`src/rtl/wrflush_pkg.sv`:
```
// Shared types for the stream write flush controller.
// Assumes nothing beyond IEEE 1800-2017 enums.
package wrflush_pkg;

    // Which stream beat may end a flush and start admission
    typedef enum logic [1:0] {
        REL_ON_VALID = 2'd0,
        REL_ON_SOP   = 2'd1,
        REL_ON_SYNC  = 2'd2
    } rel_mode_e;

    // Controller states
    typedef enum logic [1:0] {
        ST_IDLE  = 2'd0,
        ST_ARMED = 2'd1,
        ST_PASS  = 2'd2
    } flush_st_e;

endpackage

```
`src/rtl/wrflush_boundary.sv`:
```
// Release-beat detector: flags a valid beat that may end a flush.
// The variant is picked at build time by MODE; purely combinational.
module wrflush_boundary
    import wrflush_pkg::*;
#(
    parameter rel_mode_e MODE = REL_ON_SOP
) (
    input  logic valid,
    input  logic sop,
    input  logic sync,
    output logic hit
);

    generate
        if (MODE == REL_ON_VALID) begin : g_on_valid
            // any valid beat releases
            logic unused_marks;
            assign unused_marks = sop | sync;
            assign hit = valid;
        end else if (MODE == REL_ON_SYNC) begin : g_on_sync
            // only a sync-marked beat releases
            logic unused_marks;
            assign unused_marks = sop;
            assign hit = valid & sync;
        end else begin : g_on_sop
            // only a start-of-packet beat releases
            logic unused_marks;
            assign unused_marks = sync;
            assign hit = valid & sop;
        end
    endgenerate

endmodule

```
`src/rtl/wrflush_count.sv`:
```
// Holds the armed access (start address, word target) and counts the
// words admitted so far. Assumes load, clr and adv come from the FSM;
// load wins over clr, clr wins over adv.
module wrflush_count #(
    parameter int ADDR_W = 32,
    parameter int CNT_W  = 16
) (
    input  logic              clk,
    input  logic              rst_n,
    input  logic              load,
    input  logic              clr,
    input  logic              adv,
    input  logic [CNT_W-1:0]  words,
    input  logic [ADDR_W-1:0] addr_in,
    output logic [ADDR_W-1:0] wr_addr,
    output logic              is_last
);

    logic [CNT_W-1:0] cnt;
    logic [CNT_W-1:0] target;
    logic [CNT_W-1:0] cnt_inc;

    assign cnt_inc = cnt + 1'b1;
    assign is_last = (cnt_inc == target);

    // Purpose: capture the armed access and advance the admitted-word count
    always_ff @(posedge clk) begin
        if (!rst_n) begin
            cnt     <= '0;
            target  <= '0;
            wr_addr <= '0;
        end else if (load) begin
            cnt     <= '0;
            target  <= words;
            wr_addr <= addr_in;
        end else if (clr) begin
            cnt     <= '0;
        end else if (adv) begin
            cnt     <= cnt_inc;
        end
    end

    assert_count_step_R5: assert property (@(posedge clk) disable iff (!rst_n)
        (adv && !clr && !load) |=> (cnt == CNT_W'($past(cnt) + 1'b1)));

endmodule

```
`src/rtl/wrflush_fsm.sv`:
```
// Flush state machine: idle (discard), armed (discard, wait for release
// beat), pass (admit under FIFO back-pressure). Assumes is_last reflects
// the word about to be written in the current cycle.
module wrflush_fsm
    import wrflush_pkg::*;
(
    input  logic clk,
    input  logic rst_n,
    input  logic dir_wr,
    input  logic arm_en,
    input  logic words_nz,
    input  logic hit,
    input  logic snk_valid,
    input  logic fifo_afull,
    input  logic is_last,
    output logic snk_ready,
    output logic fifo_wr,
    output logic flush_active,
    output logic done,
    output logic load,
    output logic clr
);

    flush_st_e st, st_nxt;
    logic      finish;
    logic      abort;

    // Purpose: decode handshake, arming and end-of-access from the state
    always_comb begin
        snk_ready = 1'b1;
        fifo_wr   = 1'b0;
        load      = 1'b0;
        case (st)
            ST_IDLE: begin
                load = dir_wr & arm_en & words_nz;
            end
            ST_ARMED: begin
                fifo_wr = dir_wr & hit & ~fifo_afull;
            end
            ST_PASS: begin
                snk_ready = dir_wr ? ~fifo_afull : 1'b1;
                fifo_wr   = dir_wr & snk_valid & ~fifo_afull;
            end
            default: ;
        endcase
        finish = fifo_wr & is_last;
        abort  = ~dir_wr & (st != ST_IDLE);
        clr    = finish | abort;
    end

    // Purpose: choose the next state
    always_comb begin
        st_nxt = st;
        case (st)
            ST_IDLE:  if (load) st_nxt = ST_ARMED;
            ST_ARMED: begin
                if (abort)        st_nxt = ST_IDLE;
                else if (finish)  st_nxt = ST_IDLE;
                else if (fifo_wr) st_nxt = ST_PASS;
            end
            ST_PASS:  if (abort || finish) st_nxt = ST_IDLE;
            default:  st_nxt = ST_IDLE;
        endcase
    end

    // Purpose: hold the state and the registered done pulse
    always_ff @(posedge clk) begin
        if (!rst_n) begin
            st   <= ST_IDLE;
            done <= 1'b0;
        end else begin
            st   <= st_nxt;
            done <= finish;
        end
    end

    assign flush_active = (st != ST_PASS);

    assert_idle_discard_R2: assert property (@(posedge clk) disable iff (!rst_n)
        (st == ST_IDLE) |-> (snk_ready && !fifo_wr));

    assert_wr_handshake_R6: assert property (@(posedge clk) disable iff (!rst_n)
        fifo_wr |-> (snk_valid && snk_ready && !fifo_afull));

    assert_done_pulse_R7: assert property (@(posedge clk) disable iff (!rst_n)
        done |=> !done);

    assert_done_follows_write_R7: assert property (@(posedge clk) disable iff (!rst_n)
        done |-> $past(fifo_wr));

    assert_read_drops_access_R8: assert property (@(posedge clk) disable iff (!rst_n)
        (!dir_wr && st != ST_IDLE) |=> (st == ST_IDLE && !done));

endmodule

```
`src/rtl/wrflush_ctrl.sv`:
```
// Stream write flush controller top. Discards write-stream beats unless
// a write access is armed and released; admits the programmed number of
// words into the FIFO, then pulses done. Assumes the FIFO asserts
// fifo_afull early enough to absorb one more write.
module wrflush_ctrl
    import wrflush_pkg::*;
#(
    parameter int        DATA_W = 32,
    parameter int        ADDR_W = 32,
    parameter int        CNT_W  = 16,
    parameter rel_mode_e MODE   = REL_ON_SOP
) (
    input  logic              clk,
    input  logic              rst_n,
    input  logic              dir_wr,
    input  logic              arm_en,
    input  logic [ADDR_W-1:0] arm_addr,
    input  logic [CNT_W-1:0]  arm_words,
    input  logic              snk_valid,
    input  logic              snk_sop,
    input  logic              snk_sync,
    input  logic [DATA_W-1:0] snk_data,
    output logic              snk_ready,
    input  logic              fifo_afull,
    output logic              fifo_wr,
    output logic [DATA_W-1:0] fifo_data,
    output logic              flush_active,
    output logic              done,
    output logic [ADDR_W-1:0] wr_addr
);

    logic hit;
    logic is_last;
    logic load;
    logic clr;
    logic words_nz;

    assign words_nz  = |arm_words;
    assign fifo_data = snk_data;

    wrflush_boundary #(.MODE(MODE)) u_boundary (
        .valid (snk_valid),
        .sop   (snk_sop),
        .sync  (snk_sync),
        .hit   (hit)
    );

    wrflush_fsm u_fsm (
        .clk          (clk),
        .rst_n        (rst_n),
        .dir_wr       (dir_wr),
        .arm_en       (arm_en),
        .words_nz     (words_nz),
        .hit          (hit),
        .snk_valid    (snk_valid),
        .fifo_afull   (fifo_afull),
        .is_last      (is_last),
        .snk_ready    (snk_ready),
        .fifo_wr      (fifo_wr),
        .flush_active (flush_active),
        .done         (done),
        .load         (load),
        .clr          (clr)
    );

    wrflush_count #(.ADDR_W(ADDR_W), .CNT_W(CNT_W)) u_count (
        .clk     (clk),
        .rst_n   (rst_n),
        .load    (load),
        .clr     (clr),
        .adv     (fifo_wr),
        .words   (arm_words),
        .addr_in (arm_addr),
        .wr_addr (wr_addr),
        .is_last (is_last)
    );

    assert_addr_hold_R3: assert property (@(posedge clk) disable iff (!rst_n)
        !flush_active |=> $stable(wr_addr));

endmodule

```
`config.mk`:
```
export PLATFORM = sky130hd
export DESIGN_NAME = wrflush_ctrl
export DESIGN_NICKNAME = d
export VERILOG_FILES = /design/src/rtl/wrflush_pkg.sv /design/src/rtl/wrflush_boundary.sv /design/src/rtl/wrflush_count.sv /design/src/rtl/wrflush_fsm.sv /design/src/rtl/wrflush_ctrl.sv
export SDC_FILE = /design/constraint.sdc
export NUM_CORES = 1
export LEC_CHECK = 0
export ABC_CLOCK_PERIOD_IN_PS = 2900
export BUFFER_PORTS_ARGS = -buffer_cell sky130_fd_sc_hd__buf_2
export CAP_MARGIN = 40
export CORE_MARGIN = 4
export CORE_UTILIZATION = 47
export DETAILED_ROUTE_END_ITERATION = 7
export PLACE_DENSITY = 0.8
export SYNTH_ARGS = -nofsm -noshare
export SYNTH_HDL_FRONTEND = slang
export SYNTH_SLANG_ARGS = --single-unit
```
`constraint.sdc`:
```
create_clock -name clk -period 2.9 [get_ports clk]
set_input_delay 0.29 -clock clk [delete_from_list [all_inputs] [get_ports clk]]
set_output_delay 0.29 -clock clk [all_outputs]
set_load 0.01 [all_outputs]
```
==> flow_summary.json <==
{
  "outcome": "finished clean",
  "wl_met2_microns": 4467,
  "ioPinCount": 156,
  "synth_edf_count": 0,
  "min_period_over_period_pct": 97.13,
  "hold_viol": 0,
  "hp-class": "in -> reg",
  "slew_headroom_pct": 61.49,
  "clk_latency_ns": 0.35,
  "p_sw_mw": 0.7596,
  "fillers": 634,
  "syn-num-nets": 539,
  "rows": 30,
  "cts-buffers-inserted": 9,
  "seqPwrFrac_pct": 41.4,
  "critPathCaptureType": "register",
  "cellLeakagePower_nw": 1.591,
  "slew_violations": 0,
  "r2r_cells": 11,
  "skew_ns": 0.006680,
  "grt_max_degree": 34,
  "cts.path.max_buffers": 2,
  "first_pass_iters": 5,
  "pre_cts_slack_ns": 0.05947,
  "wl_microns": 9001,
  "fp.coreArea_sq_um": 6944,
  "die_w_microns": 93.63,
  "p_clk_share_pct": 37.1,
  "fmax_ghz": 0.3550,
  "die_height_microns": 93.63,
  "synthArstFlopShare_pct": 0,
  "peakVddDrop_mv": 0.4081,
  "drive_gt1_share_pct": 25.94,
  "cts_hold_buf": 0,
  "cts_tree": "yes",
  "seq_area_frac_synth_pct": 38.93,
  "finalWorstSetupSlack_ns": 0.08312,
  "synth_cells": 447,
  "grt_pass1_wl_microns": 14300,
  "syn_area_sq_um": 3446,
  "required_ns": 3.12,
  "num_vias": 3244,
  "drt_iter0_drc": 301,
  "period_minus_slack_ns": 2.817,
  "antenna_cells": 0,
  "crit_buf_inv": 2,
  "via_per_inst": 5.398,
  "cp.depth": 11,
  "syn_area_per_cell_sq_um": 7.709,
  "start_util_pct": 49.62,
  "crit_chain": "inv_1 > ha_1 > and4b_1 > o21ai_2 > nor4_2 > o311ai_0 > a2111oi_1 > nand4_1 > buf_4 > o2111ai_4 > nor2_1",
  "wl_per_cell_microns": 14.98,
  "fin_cells": 601,
  "place_congestion": 0.9305,
  "ys_types": 55,
  "grt_usage_pct": 20.34,
  "m1WireLength_microns": 3452,
  "antenna_found_initial": 0,
  "critical_path_class": "reg -> reg",
  "dpl.hpwl_microns": 6367,
  "critPathMaxStageDelay_ns": 0.43,
  "powerDensity_nw_per_um2": 631.8,
  "grt_overflow": 0,
  "die_area_sq_um": 8766,
  "nets": 592,
  "cap_violations": 0,
  "numPortBuffers": 90,
  "drc_errors": 0,
  "clkTransAtPathRegs_ns": 0.08,
  "internal-power_mw": 1.774,
  "postRouteAntennaNets": 0,
  "swShare_pct": 29.98,
  "synth_seq_cells": 67,
  "root_buffer": "clkbuf_8",
  "cp_top_family": "compound AO/OA/AOI/OAI gates",
  "critPathLaunchType": "register",
  "synth_warnings": 0,
  "finalSetupViolCount": 0,
  "syn_to_final_growth_pct": 16.38,
  "grt_pass1_vias": 3132,
  "min_path_cells": 3,
  "critPathArrivalTime_ns": 3.04,
  "synthFlopType": "dfxtp_1",
  "highest_layer": "met4",
  "clock-sinks": 67,
  "p_comb_share_pct": 21.4,
  "place_inst": 583,
  "worst_pin_slew_ns": 0.5777,
  "critPathSlowestCell": "a2111oi_1",
  "wl_met3_microns": 813,
  "cp_max_fo": 8,
  "htree_num_levels": 3
}
==> Yosys cell counts (2+ instances only) <==
cell type	n	share of area, %
a211oi_1	2	0.44
a21oi_1	55	8.0
a31o_2	2	0.51
a32oi_1	2	0.51
a41oi_1	2	0.51
and2_1	4	0.73
and2_2	2	0.44
and3_1	2	0.36
buf_1	4	0.44
buf_2	4	0.58
buf_4	36	7.8
clkbuf_1	14	1.5
dfxtp_1	67	39
ha_1	4	1.5
inv_1	8	0.87
nand2_1	117	13
nand3_1	13	1.9
nand3b_1	3	0.65
nand4_1	3	0.54
nand4b_1	2	0.51
nor2_1	26	2.8
nor2b_1	2	0.36
nor4_1	5	0.91
nor4b_1	2	0.51
o211ai_1	3	0.65
o21ai_0	5	0.73
xnor2_1	17	4.3
xor2_1	14	3.6
==> what timing repair did <==
action	CTS	global route
setup buffers	0	1
gates resized for setup	0	6
endpoints found under the setup margin	0	17
==> stage by stage <==
stage | instance area [sq um] | setup TNS [ns] | total power [mW] | utilization, % | hold slack, ns
after global placement | 3719 | 0 | 1.558 | 53.55 | 0.4391
after CTS | 3960 | 0 | 2.513 | 57.03 | 0.1652
after detailed placement | 3719 | 0 | 1.579 | 53.55 | 0.4437
after floorplan | 3446 | 0 | 1.441 | - | 0.4260
after global routing | 4010 | -0.05960 | 2.645 | 57.75 | 0.1700
final | 4010 | 0 | 2.534 | 57.75 | 0.1698
==> path summary, 6_finish.rpt <==
path | startpoint | end | slack (ns)
max reg2reg | u_fsm.st[0] | u_count.cnt[9] | 0.08
min | arm_addr[14] | u_count.wr_addr[14] | 0.17
min reg2reg | u_count.wr_addr[9] | u_count.wr_addr[9] | 0.45
max | u_fsm.st[0] | u_count.cnt[9] | 0.08
==> layout by cell type, fill, tap and decap left out, types with 2 or more instances in the layout <==
| cell type | instances |
|---|---|
| a211oi_1 | 2 |
| a21oi_1 | 55 |
| a31o_2 | 2 |
| a32oi_1 | 2 |
| a41oi_1 | 2 |
| and2_1 | 4 |
| and2_2 | 2 |
| and3_1 | 2 |
| buf_2 | 90 |
| buf_4 | 9 |
| bufinv_16 | 3 |
| clkbuf_8 | 9 |
| clkinvlp_4 | 2 |
| dfxtp_1 | 67 |
| ha_1 | 3 |
| inv_1 | 8 |
| nand2_1 | 117 |
| nand3_1 | 13 |
| nand3b_1 | 3 |
| nand4_1 | 3 |
| nand4b_1 | 2 |
| nor2_1 | 26 |
| nor2b_1 | 2 |
| nor4_1 | 4 |
| nor4_2 | 2 |
| o211ai_1 | 3 |
| o21ai_0 | 4 |
| xnor2_1 | 17 |
| xor2_1 | 14 |
==> worst register-to-register path, cell delays in order, from the launching register on <==
cell	delay, ns
dfxtp_1	0.37
inv_1	0.08
ha_1	0.28
and4b_1	0.22
o21ai_2	0.08
nor4_2	0.33
o311ai_0	0.20
a2111oi_1	0.43
nand4_1	0.22
buf_4	0.21
o2111ai_4	0.19
nor2_1	0.10
==> flip-flops by register name, indices dropped and copies added, names as in the netlist <==
signal,cells
u_count.cnt,16
u_count.target,16
u_count.wr_addr,32
u_fsm.done,1
u_fsm.st,2
==> layout make-up <==
class | count | area, sq um | area share [%]
clock inverter | 6 | 113.9 | 2.839
multi-input combinational | 314 | 1755 | 43.78
timing repair buffer | 99 | 518.0 | 12.92
clock buffer | 10 | 127.6 | 3.183
tap | 96 | 120.1 | 2.995
sequential | 67 | 1341 | 33.45
inverter | 9 | 33.78 | 0.8424
==> power by group through the flow <==
stage / logic [mW] / registers (mW) / clock network, mW
final: 0.543 / 1.05 / 0.941
after global routing: 0.598 / 1.06 / 0.988
after CTS: 0.515 / 1.05 / 0.949
after detailed placement: 0.510 / 1.07 / 0
after global placement: 0.494 / 1.06 / 0
after floorplan: 0.359 / 1.08 / 0
==> layer usage <==
| layer | up-vias | global-route usage [%] |
|---|---|---|
| li1 | 1565 | - |
| met1 | 1488 | 23.02 |
| met2 | 154 | 35.14 |
| met3 | 37 | 7.321 |
| met4 | 0 | 7.220 |
| met5 | - | 0 |
==> logic make-up after synthesis <==
group,Yosys count,synth area share (%)
compound gates,83,14.38
xor+xnor,31,7.879
fa+ha+maj,5,1.743
buf+inv,67,11.37
flops,67,38.93
mux,1,0.3268
simple gates,193,25.38
No activity file was read; power rests on OpenSTA's default activity.
